`src/rtl/bsram_pkg.sv`:
```
package bsram_pkg;

    typedef enum logic [2:0] {
        CYC_DESEL    = 3'd0,
        CYC_START_RD = 3'd1,
        CYC_START_WR = 3'd2,
        CYC_ADVANCE  = 3'd3,
        CYC_HOLD     = 3'd4
    } cyc_e;

    localparam int unsigned NUM_LANES = 4;

endpackage

```
`src/rtl/bsram_cyc_decode.sv`:
```
module bsram_cyc_decode
    import bsram_pkg::*;
(
    input  logic sel0_n_i,
    input  logic sel1_i,
    input  logic sel2_n_i,
    input  logic cpu_strobe_n_i,
    input  logic ctl_strobe_n_i,
    input  logic advance_n_i,
    input  logic any_we_i,
    output cyc_e kind_o,
    output logic cpu_start_o
);

    logic chip_on;
    logic cpu_go;
    logic ctl_go;

    always_comb begin
        chip_on = !sel0_n_i && sel1_i && !sel2_n_i;
        // the main select blocks the processor-side strobe
        cpu_go  = !cpu_strobe_n_i && !sel0_n_i;
        // the controller-side strobe only counts while the other one is idle or blocked
        ctl_go  = !ctl_strobe_n_i && !cpu_go;

        if (cpu_go) begin
            kind_o = chip_on ? CYC_START_RD : CYC_DESEL;
        end else if (ctl_go) begin
            if (!chip_on) begin
                kind_o = CYC_DESEL;
            end else begin
                kind_o = any_we_i ? CYC_START_WR : CYC_START_RD;
            end
        end else begin
            kind_o = advance_n_i ? CYC_HOLD : CYC_ADVANCE;
        end
        cpu_start_o = cpu_go;
    end

endmodule

```
`src/rtl/bsram_wr_decode.sv`:
```
module bsram_wr_decode #(
    parameter int unsigned LANES = 4
) (
    input  logic             all_wr_n_i,
    input  logic             lane_en_n_i,
    input  logic [LANES-1:0] lane_sel_n_i,
    output logic [LANES-1:0] lane_we_o,
    output logic             any_we_o
);

    always_comb begin
        for (int i = 0; i < LANES; i++) begin
            lane_we_o[i] = !all_wr_n_i || (!lane_en_n_i && !lane_sel_n_i[i]);
        end
        any_we_o = |lane_we_o;
    end

endmodule

```
`src/rtl/bsram_lanes.sv`:
```
module bsram_lanes #(
    parameter int unsigned ADDR_W = 6,
    parameter int unsigned DATA_W = 36,
    parameter int unsigned LANES  = 4
) (
    input  logic              clk_i,
    input  logic              rst_ni,
    input  logic [LANES-1:0]  we_i,
    input  logic [ADDR_W-1:0] waddr_i,
    input  logic [DATA_W-1:0] wdata_i,
    input  logic              re_i,
    input  logic [ADDR_W-1:0] raddr_i,
    output logic [DATA_W-1:0] rdata_o
);

    localparam int unsigned LANE_W = DATA_W / LANES;
    localparam int unsigned DEPTH  = 1 << ADDR_W;

    for (genvar g = 0; g < LANES; g++) begin : g_lane
        logic [LANE_W-1:0] store [DEPTH];
        logic [LANE_W-1:0] rd_d;
        logic [LANE_W-1:0] rd_q;

        // contents carry no reset; they survive deselects
        always_ff @(posedge clk_i) begin
            if (we_i[g]) begin
                store[waddr_i] <= wdata_i[g*LANE_W +: LANE_W];
            end
        end

        always_comb begin
            rd_d = re_i ? store[raddr_i] : rd_q;
        end

        always_ff @(posedge clk_i or negedge rst_ni) begin
            if (!rst_ni) begin
                rd_q <= '0;
            end else begin
                rd_q <= rd_d;
            end
        end

        assign rdata_o[g*LANE_W +: LANE_W] = rd_q;
    end

endmodule

```
`src/rtl/burst_sram_ctrl.sv`:
```
module burst_sram_ctrl
    import bsram_pkg::*;
#(
    parameter int unsigned ADDR_W = 6,
    parameter int unsigned DATA_W = 36
) (
    input  logic                 clk_i,
    input  logic                 rst_ni,
    input  logic                 sel0_n_i,
    input  logic                 sel1_i,
    input  logic                 sel2_n_i,
    input  logic                 cpu_strobe_n_i,
    input  logic                 ctl_strobe_n_i,
    input  logic                 advance_n_i,
    input  logic                 all_wr_n_i,
    input  logic                 lane_en_n_i,
    input  logic [NUM_LANES-1:0] lane_sel_n_i,
    input  logic [ADDR_W-1:0]    addr_i,
    input  logic [ADDR_W-1:0]    next_addr_i,
    input  logic [DATA_W-1:0]    wdata_i,
    input  logic                 out_en_n_i,
    output logic [ADDR_W-1:0]    cur_addr_o,
    output logic [DATA_W-1:0]    rdata_o,
    output logic                 rdata_vld_o
);

    typedef struct packed {
        logic [ADDR_W-1:0] addr;
        logic              active;
        logic              rd_pend;
        logic              drive;
    } st_t;

    st_t                  st_d;
    st_t                  st_q;
    cyc_e                 kind;
    logic                 cpu_start;
    logic [NUM_LANES-1:0] lane_we;
    logic                 any_we;
    logic                 wr_now;
    logic [ADDR_W-1:0]    eff_addr;
    logic [NUM_LANES-1:0] arr_we;

    bsram_wr_decode #(
        .LANES(NUM_LANES)
    ) u_wr_decode (
        .all_wr_n_i  (all_wr_n_i),
        .lane_en_n_i (lane_en_n_i),
        .lane_sel_n_i(lane_sel_n_i),
        .lane_we_o   (lane_we),
        .any_we_o    (any_we)
    );

    bsram_cyc_decode u_cyc_decode (
        .sel0_n_i      (sel0_n_i),
        .sel1_i        (sel1_i),
        .sel2_n_i      (sel2_n_i),
        .cpu_strobe_n_i(cpu_strobe_n_i),
        .ctl_strobe_n_i(ctl_strobe_n_i),
        .advance_n_i   (advance_n_i),
        .any_we_i      (any_we),
        .kind_o        (kind),
        .cpu_start_o   (cpu_start)
    );

    always_comb begin
        st_d     = st_q;
        wr_now   = 1'b0;
        eff_addr = st_q.addr;

        unique case (kind)
            CYC_DESEL: begin
                st_d.active  = 1'b0;
                st_d.rd_pend = 1'b0;
            end
            CYC_START_RD: begin
                eff_addr     = addr_i;
                st_d.active  = 1'b1;
                st_d.rd_pend = 1'b1;
            end
            CYC_START_WR: begin
                eff_addr     = addr_i;
                st_d.active  = 1'b1;
                st_d.rd_pend = 1'b0;
                wr_now       = 1'b1;
            end
            default: begin
                if (st_q.active) begin
                    eff_addr     = (kind == CYC_ADVANCE) ? next_addr_i : st_q.addr;
                    wr_now       = any_we;
                    st_d.rd_pend = !any_we;
                end else begin
                    st_d.rd_pend = 1'b0;
                end
            end
        endcase

        st_d.addr  = eff_addr;
        // second pipeline stage: drive what the previous edge addressed, unless writing now
        st_d.drive = st_q.rd_pend && !wr_now;
        arr_we     = wr_now ? lane_we : '0;
    end

    always_ff @(posedge clk_i or negedge rst_ni) begin
        if (!rst_ni) begin
            st_q <= '0;
        end else begin
            st_q <= st_d;
        end
    end

    bsram_lanes #(
        .ADDR_W(ADDR_W),
        .DATA_W(DATA_W),
        .LANES (NUM_LANES)
    ) u_lanes (
        .clk_i  (clk_i),
        .rst_ni (rst_ni),
        .we_i   (arr_we),
        .waddr_i(eff_addr),
        .wdata_i(wdata_i),
        .re_i   (st_q.rd_pend),
        .raddr_i(st_q.addr),
        .rdata_o(rdata_o)
    );

    assign cur_addr_o  = st_q.addr;
    assign rdata_vld_o = st_q.drive && !out_en_n_i;


    cpu_start_no_write_chk: assert property (@(posedge clk_i) disable iff (!rst_ni)
        cpu_start |-> (arr_we == '0));


    read_to_drive_chk: assert property (@(posedge clk_i) disable iff (!rst_ni)
        (st_q.rd_pend && !wr_now) |=> st_q.drive);


    write_blocks_out_chk: assert property (@(posedge clk_i) disable iff (!rst_ni)
        wr_now |=> !rdata_vld_o);


    deselect_off_chk: assert property (@(posedge clk_i) disable iff (!rst_ni)
        (kind == CYC_DESEL) |=> ##1 !rdata_vld_o);


    hold_addr_chk: assert property (@(posedge clk_i) disable iff (!rst_ni)
        (kind == CYC_HOLD) |=> $stable(cur_addr_o));

endmodule

```
`config.mk`:
```
export PLATFORM = sky130hd
export DESIGN_NAME = burst_sram_ctrl
export DESIGN_NICKNAME = d
export VERILOG_FILES = /design/src/rtl/bsram_pkg.sv /design/src/rtl/bsram_cyc_decode.sv /design/src/rtl/bsram_wr_decode.sv /design/src/rtl/bsram_lanes.sv /design/src/rtl/burst_sram_ctrl.sv
export SDC_FILE = /design/constraint.sdc
export NUM_CORES = 2
export LEC_CHECK = 0
export ABC_AREA = 0
export ABC_CLOCK_PERIOD_IN_PS = 3200
export BUFFER_PORTS_ARGS = -buffer_cell sky130_fd_sc_hd__buf_2
export CELL_PAD_IN_SITES_DETAIL_PLACEMENT = 1
export CELL_PAD_IN_SITES_GLOBAL_PLACEMENT = 2
export CORE_MARGIN = 1
export CORE_UTILIZATION = 40
export CTS_CLUSTER_SIZE = 8
export DETAILED_ROUTE_END_ITERATION = 8
export PLACE_DENSITY_LB_ADDON = 0.1
export RECOVER_POWER = 50
export SLEW_MARGIN = 0
export SYNTH_ARGS = -nofsm -noshare
export SYNTH_HDL_FRONTEND = slang
export SYNTH_SLANG_ARGS = --single-unit
```
`constraint.sdc`:
```
create_clock -name clk_i -period 3.2 [get_ports clk_i]
set_clock_uncertainty 0.2 [all_clocks]
set_input_delay 0.32 -clock clk_i [delete_from_list [all_inputs] [get_ports clk_i]]
set_output_delay 0.32 -clock clk_i [all_outputs]
set_load 0.02 [all_outputs]
```
# Word level (Yosys, flattened, before mapping)
# Memory sizes are Yosys's and may differ from the RTL's. A register that Yosys moved wholly into a read port is not among the register bits.
# Cells that the tools add are included.
[word_totals]
mem_count = 4
ram_bits = 2304
elab_cells = 72
ff_bits = 9
[classes]
n_reduce_logical = 38
n_eq_ne = 3
n_mux = 23
[memory_table]
columns = ["memory", "depth", "width", "read_ports", "rd_clocked_by_memory_dff", "wr", "line", "rtl"]
rows = [
  ["u_lanes.g_lane[0].store", 64, 9, 1, 1, 1, "bsram_lanes.sv:20", "logic [LANE_W-1:0] store [DEPTH];"],
  ["u_lanes.g_lane[1].store", 64, 9, 1, 1, 1, "bsram_lanes.sv:20", ""],
  ["u_lanes.g_lane[2].store", 64, 9, 1, 1, 1, "bsram_lanes.sv:20", ""],
  ["u_lanes.g_lane[3].store", 64, 9, 1, 1, 1, "bsram_lanes.sv:20", ""],
]
[op_table]
columns = ["operator", "count"]
rows = [
  ["$logic_not 1->1", 18],
  ["$mux 3", 4],
  ["$mux 6", 2],
  ["$pmux 6 s2", 1],
  ["$mux 1", 11],
  ["$logic_and 1x1->1", 10],
  ["$eq 3x2->1 const B", 2],
  ["$pmux 1 s2", 3],
  ["$reduce_or 2->1", 3],
  ["$logic_or 1x1->1", 4],
  ["$mux 4", 1],
  ["$reduce_or 4->1", 1],
  ["$eq 3x1->1 const B", 1],
  ["$logic_not 3->1", 1],
  ["$mux 2", 1],
  ["$reduce_bool 2->1", 1],
]

# Depth between registers and ports, before layout
[depth]
word_depth = 14
ltp_mapped = 9
depth_no_buf = 6

# Cells and area by module
# Synthesis repeated with hierarchy kept, for this count alone.
[unflattened]
cells_unflattened = 4718
area_unflattened_um2 = 92358.6
[by_module_without_submodules]
columns = ["mod", "cells_each", "area_per_inst_um2", "instances", "seq_area_each_um2"]
rows = [
  ["bsram_lanes", 4633, 91582.8, 1, 70087.2],
  ["burst_sram_ctrl", 69, 684.4, 1, 225.2],
  ["bsram_cyc_decode", 10, 57.6, 1, 0.0],
  ["bsram_wr_decode", 6, 33.8, 1, 0.0],
]

# Worst setup path before layout
# Ideal clock, no wire load.
[synth_timing]
path_kind = "flip-flop to flip-flop"
from = "reg st_q, in the netlist cur_addr_o[0]"
to = "mem u_lanes.g_lane[0].store[10][0] (netlist bit) (enable)"
path_stages_with_launch = 8
t_required_ns = 2.626
path_slack_ns = 0.345
setup_time_ns = 0.374
arrival_ns = 2.281
n_path_buf = 4
period_less_slack_ns = 2.855
cell_sequence = "dfrtp_1 -> buf_2 -> buf_2 -> buf_2 -> a221oi_1 -> nand3_1 -> clkbuf_1 -> nor2_1"
[synth_between]
elab_chain_cells = 3
[synth_lines]
columns = ["element", "line", "rtl"]
rows = [
  ["start: declaration", "burst_sram_ctrl.sv:35", "st_t st_q;"],
  ["start signal: assignment", "burst_sram_ctrl.sv:108", "st_q <= st_d;"],
  ["$mux 6", "burst_sram_ctrl.sv:89", "eff_addr = (kind == CYC_ADVANCE) ? next_addr_i : st_q.addr;"],
  ["$mux 6", "burst_sram_ctrl.sv:88", "if (st_q.active) begin"],
  ["$pmux 6 s2 *", "burst_sram_ctrl.sv:71", "unique case (kind)"],
  ["end: declaration", "bsram_lanes.sv:20", ""],
]
# Mark *: on every way between the ends. The rest lies on a longest branch, timed or not.

# Final worst setup path
[layout_timing]
from = "in cpu_strobe_n_i"
to = "mem u_lanes.g_lane[1].store[11][0] (netlist bit) (enable)"
[layout_between]
elab_chain_cells = 12
word_cells_on_any_way = 19
cone_classes = "3 x eq/ne; 9 x mux; 7 x reduce/logical"
[layout_lines]
columns = ["element", "line", "rtl"]
rows = [
  ["start: declaration", "burst_sram_ctrl.sv:12", "input logic cpu_strobe_n_i,"],
  ["$logic_not 1->1 *", "bsram_cyc_decode.sv:22", "cpu_go = !cpu_strobe_n_i && !sel0_n_i;"],
  ["$logic_and 1x1->1 *", "bsram_cyc_decode.sv:22", ""],
  ["$logic_not 1->1", "bsram_cyc_decode.sv:24", "ctl_go = !ctl_strobe_n_i && !cpu_go;"],
  ["$logic_and 1x1->1", "bsram_cyc_decode.sv:24", ""],
  ["$mux 3", "bsram_cyc_decode.sv:28", "end else if (ctl_go) begin"],
  ["$mux 3 *", "bsram_cyc_decode.sv:26", "if (cpu_go) begin"],
  ["$eq 3x1->1 or $logic_not 3->1 (tied branches)", "burst_sram_ctrl.sv:71", ""],
  ["$reduce_or 2->1 (no line)", "n/a", ""],
  ["$pmux 1 s2", "burst_sram_ctrl.sv:71", ""],
  ["$mux 4", "burst_sram_ctrl.sv:101", "arr_we = wr_now ? lane_we : '0;"],
  ["$mux 1", "bsram_lanes.sv:26", "if (we_i[g]) begin"],
  ["$mux 1 (not written as such)", "bsram_lanes.sv:27", "store[waddr_i] <= wdata_i[g*LANE_W +: LANE_W];"],
  ["end: declaration", "bsram_lanes.sv:20", ""],
]
# Marked as above.

==> reports/summary.log <==
[hold_path] launch point of the worst hold path sel2_n_i
[final_layout] fin nets 5495
[synthesis] synthesized instance count 4696
[critical_path] Critical Path AT 3.40 ns
[synthesis] FFs w/ async S/R, synth 0.0192
[hold_path] hold-critical path endpoint st_q[1]
[clocking] post-CTS setup repair buffer count 0
[critical_path] master of the slowest instance on the critical path dlygate4sd3_1
[clocking] number of sinks driven by the clock tree 2349
[detailed_routing] routed len/inst 30.1 µm
[clocking] number of buffers inserted during clock tree synthesis 344
[floorplanning] die height 478 µm
[global_routing] first-pass GRT wire length 364000 µm
[placed_design] IO Port Bufs 105
[floorplanning] Die Footprint 229000 µm²
[critical_path] series of cell instances along the critical path dlygate4sd3_1 -> clkbuf_1 -> and2_1 -> or3_4 -> dlygate4sd3_1 -> and3_1 -> buf_12 -> nand4_2 -> nor2_1 -> buf_4
[detailed_routing] initial DRC count 4089
[critical_path] Critical Path RT 3.62 ns
[floorplanning] Initial Utilization 0.403
[sta] number of failing hold endpoints at the final stage 0
[hold_path] depth of the worst hold-timing path 5
[critical_path] crit start category primary input
[clocking] clock-pin slew on the worst setup and hold paths 0.04 ns
[power] fraction of power spent switching nets 0.257
[clocking] Longest Clk Path Bufs 4
[sta] highest clock rate 335 MHz
[sta] final worst path period need 2.98 ns
[floorplanning] num ports 106
[detailed_routing] top routing layer in use met5
[floorplanning] Horiz. Die Dim 478 µm
[synthesis] warning count from the yosys run 0
[critical_path] startpoint of the worst-slack reg-to-reg timing path cur_addr_o[1]
[clocking] TritonCTS clock tree done
[detailed_routing] ratio of routed vias to standard cells 5.55
[detailed_routing] first-pass iteration count of the detailed router 7
[global_routing] remaining global-route overflow 0
[sta] Slew @ Worst Pin 2.37 ns
[power] relative contribution of sequential cells to total power 0.440
[power] share of power burned in the clock network 0.406
[clocking] CTS H-tree depth 5
[synthesis] synthesized area per cell 19.3 µm²
[sta] setup tns final 0 ns
[detailed_routing] antenna-violating nets left 0
[critical_path] delay contributed by the slowest stage of the critical path 0.58 ns
[power] worst voltage drop across the vdd grid 0.673 mV
[power] switching power of the nets 20.1 mW
[sta] relative max-transition margin -0.579
[global_routing] global-route usage over all layers 0.223
[detailed_routing] wire length reported by the detailed router 256000 µm
[placed_design] half-perimeter wire length after placement 161000 µm
[run_status] violated checks max-capacitance violations, max-slew violations
[floorplanning] std cell rows 174
[critical_path] cell family with most CP delay buffers and inverters
[placed_design] placer's final routability congestion estimate 0.778
[global_routing] maximum number of pins on one net before global-route repair 65
[detailed_routing] amount of wire on met3 after detailed routing 13400 µm
[final_layout] share of layout cells above drive strength 1 0.227
[hold_path] worst hold path class primary input to flop
[synthesis] share of the yosys chip area belonging to registers 0.774
[sta] portion of the clock cycle consumed by the worst path in the final layout 0.932
[detailed_routing] met1 wire length 113000 µm
[critical_path] launching instance or port of the critical path cpu_strobe_n_i
[clocking] CTS root buf clkbuf_16
[run] maxcap violations 28
[critical_path] category of the critical setup timing path primary input to flop
[synthesis] Primary FF master, synth edfxtp_1
[power] combinational share of power 0.154
[run_status] run status complete, but fails checks
[critical_path] r2r worst-path depth 8
[critical_path] minimum setup slack among reg-to-reg paths 0.23 ns
[floorplanning] placeable core area 225000 µm²
[detailed_routing] total length of routed met2 wires 123000 µm
[clocking] clock latency of the later-clocked register in the worst-skew pair 0.95 ns
[critical_path] CP most frequent cell dlygate4sd3_1
[power] power density over cell area 720 nW/µm²
[final_layout] synthesis-to-layout area growth 19.4%
[critical_path] kind of capture point of the worst setup path flop
[synthesis] summed instance area of the synthesized netlist 90800 µm²
[detailed_routing] vias post-DR 47253
[power] cell-internal power 58.0 mW
[synthesis] number of synthesized flops with an enable pin 2304
[synthesis] count of state elements after synthesis 2349
[global_routing] number of global-route vias before repair 49965
[synthesis] Mapped Nets 4759
[detailed_routing] Remaining DRCs 0
[critical_path] Worst R2R End u_lanes.g_lane[1].rd_q[1]
[global_routing] number of antenna violations at the first check in global routing 11
[sta] max-slew violation count 1223
[power] standby leakage power 37.2 nW
[sta] RSZ-0062 raised after global routing no
[critical_path] largest fanout of any net on the critical path 16
[critical_path] Buf+Inv Stages, Crit Path 5
[power] sum of internal, switching and leakage power 78.1 mW
[synthesis] number of distinct library cell variants in the gate-level netlist after synthesis 46
[sta] final setup vio count 0
## worst register-to-register path: cells and delay by family, from the launching register on
family,cells,cell delay [ns]
multiplexers,1,0.27
buffers and inverters,3,0.72
flip-flops,1,0.55
AO/OA/AOI/OAI,2,0.79
AND/OR/NAND/NOR,2,0.36
## kinds of logic after synthesis
family	after synthesis	synth area share
AOI/OAI and AO/OA	526	0.0435
and+or+nand+nor	666	0.0340
muxes	864	0.135
buffers and inverters	291	0.0133
DFF	2349	0.774
## power groups by stage
stage	combinational, mW	clock, mW	sequential, mW
finish	12.0	31.7	34.4
global route	12.7	33.6	34.3
CTS	12.4	32.5	34.3
detailed placement	12.2	0	34.9
global placement	12.2	0	34.9
floorplan	6.58	0	34.8
## Yosys cell counts, types with 7 or more instances
cell,number,area share
nor2b_1,7,0.00048
nand3_1,45,0.0025
o22ai_1,73,0.0050
buf_1,24,0.00099
nor3_1,36,0.0020
dfrtp_1,45,0.012
nand2_1,115,0.0048
nand2b_1,37,0.0025
buf_2,67,0.0037
a221o_1,36,0.0040
o21ai_0,36,0.0020
a221oi_1,37,0.0036
buf_4,9,0.00074
nand4_1,43,0.0030
nor2_1,337,0.014
mux4_2,288,0.071
mux2i_1,576,0.063
a21oi_1,38,0.0021
clkbuf_1,184,0.0076
nand4_2,9,0.0012
o221ai_1,38,0.0037
a22oi_1,253,0.021
nand3_2,16,0.0018
edfxtp_1,2304,0.76
## state kept, by name, indices dropped and copies added (netlist names)
signal	flops
u_lanes.g_lane.store	2304
st_q	3
u_lanes.g_lane.rd_q	36
cur_addr_o	6
## routing by layer
metal / GRT usage / vias to the layer above
met5: 0 / -
met4: 0.0616 / 4
met3: 0.0430 / 358
met2: 0.359 / 1191
met1: 0.309 / 25082
li1: - / 20618
## area by class of cell
cell class | instances | area (µm²)
fill | 20705 | 117000
sequential | 2349 | 70300
multi-input combinational | 2056 | 19500
clock buffer | 427 | 9070
timing repair buffer | 674 | 5670
tap | 2992 | 3740
clock inverter | 10 | 113
inverter | 7 | 26.3
antenna | 3 | 7.51
## worst max path at each step
stage | to | slack [ns] | cells past startpoint
finish | u_lanes.g_lane[1].store[11][0] | 0.22 | 10
global route | u_lanes.g_lane[1].store[11][0] | 0.06 | 10
CTS | u_lanes.g_lane[1].rd_q[1] | 0.18 | 8
detailed placement | u_lanes.g_lane[2].store[43][6] | 0.003 | 7
global placement | u_lanes.g_lane[2].store[17][0] | 0.02 | 7
floorplan | u_lanes.g_lane[0].store[10][0] | 0.34 | 7
## placed cells by master (no fill, tap or decap), types with 23 or more instances in the layout
master / n
a21oi_1: 38
a221o_1: 36
a221oi_1: 36
a22oi_1: 253
buf_12: 76
buf_2: 57
buf_4: 383
clkbuf_1: 152
clkbuf_16: 351
clkbuf_2: 23
dfrtp_1: 43
dlygate4sd3_1: 59
edfxtp_1: 2304
mux2i_1: 576
mux4_2: 288
nand2_1: 114
nand2b_1: 36
nand3_1: 36
nand4_1: 43
nor2_1: 334
nor3_1: 36
o21ai_0: 36
o221ai_1: 38
o22ai_1: 73
## through the flow
| stage | area, µm² | hold WS [ns] | instances | util | worst slack, ns |
|---|---|---|---|---|---|
| CTS | 109000 | 0.0693 | 8515 | 0.483 | 0.184 |
| global placement | 99000 | 0.0157 | 8019 | 0.440 | 0.0198 |
| floorplan | 90800 | -0.176 | 4696 | - | 0.345 |
| detailed placement | 99000 | 0.0137 | 8019 | 0.440 | 0.00350 |
| finish | 108000 | 0.137 | 8518 | 0.482 | 0.219 |
| global route | 108000 | 0.144 | 8516 | 0.482 | 0.0611 |
## what timing repair did
item | CTS | global route
setup endpoints to repair | 6 | 0
endpoints found under the hold margin | 1756 | 0
resized for setup | 1 | 0
hold buffers | 59 | 0
Power figures use the tool's default switching activity.
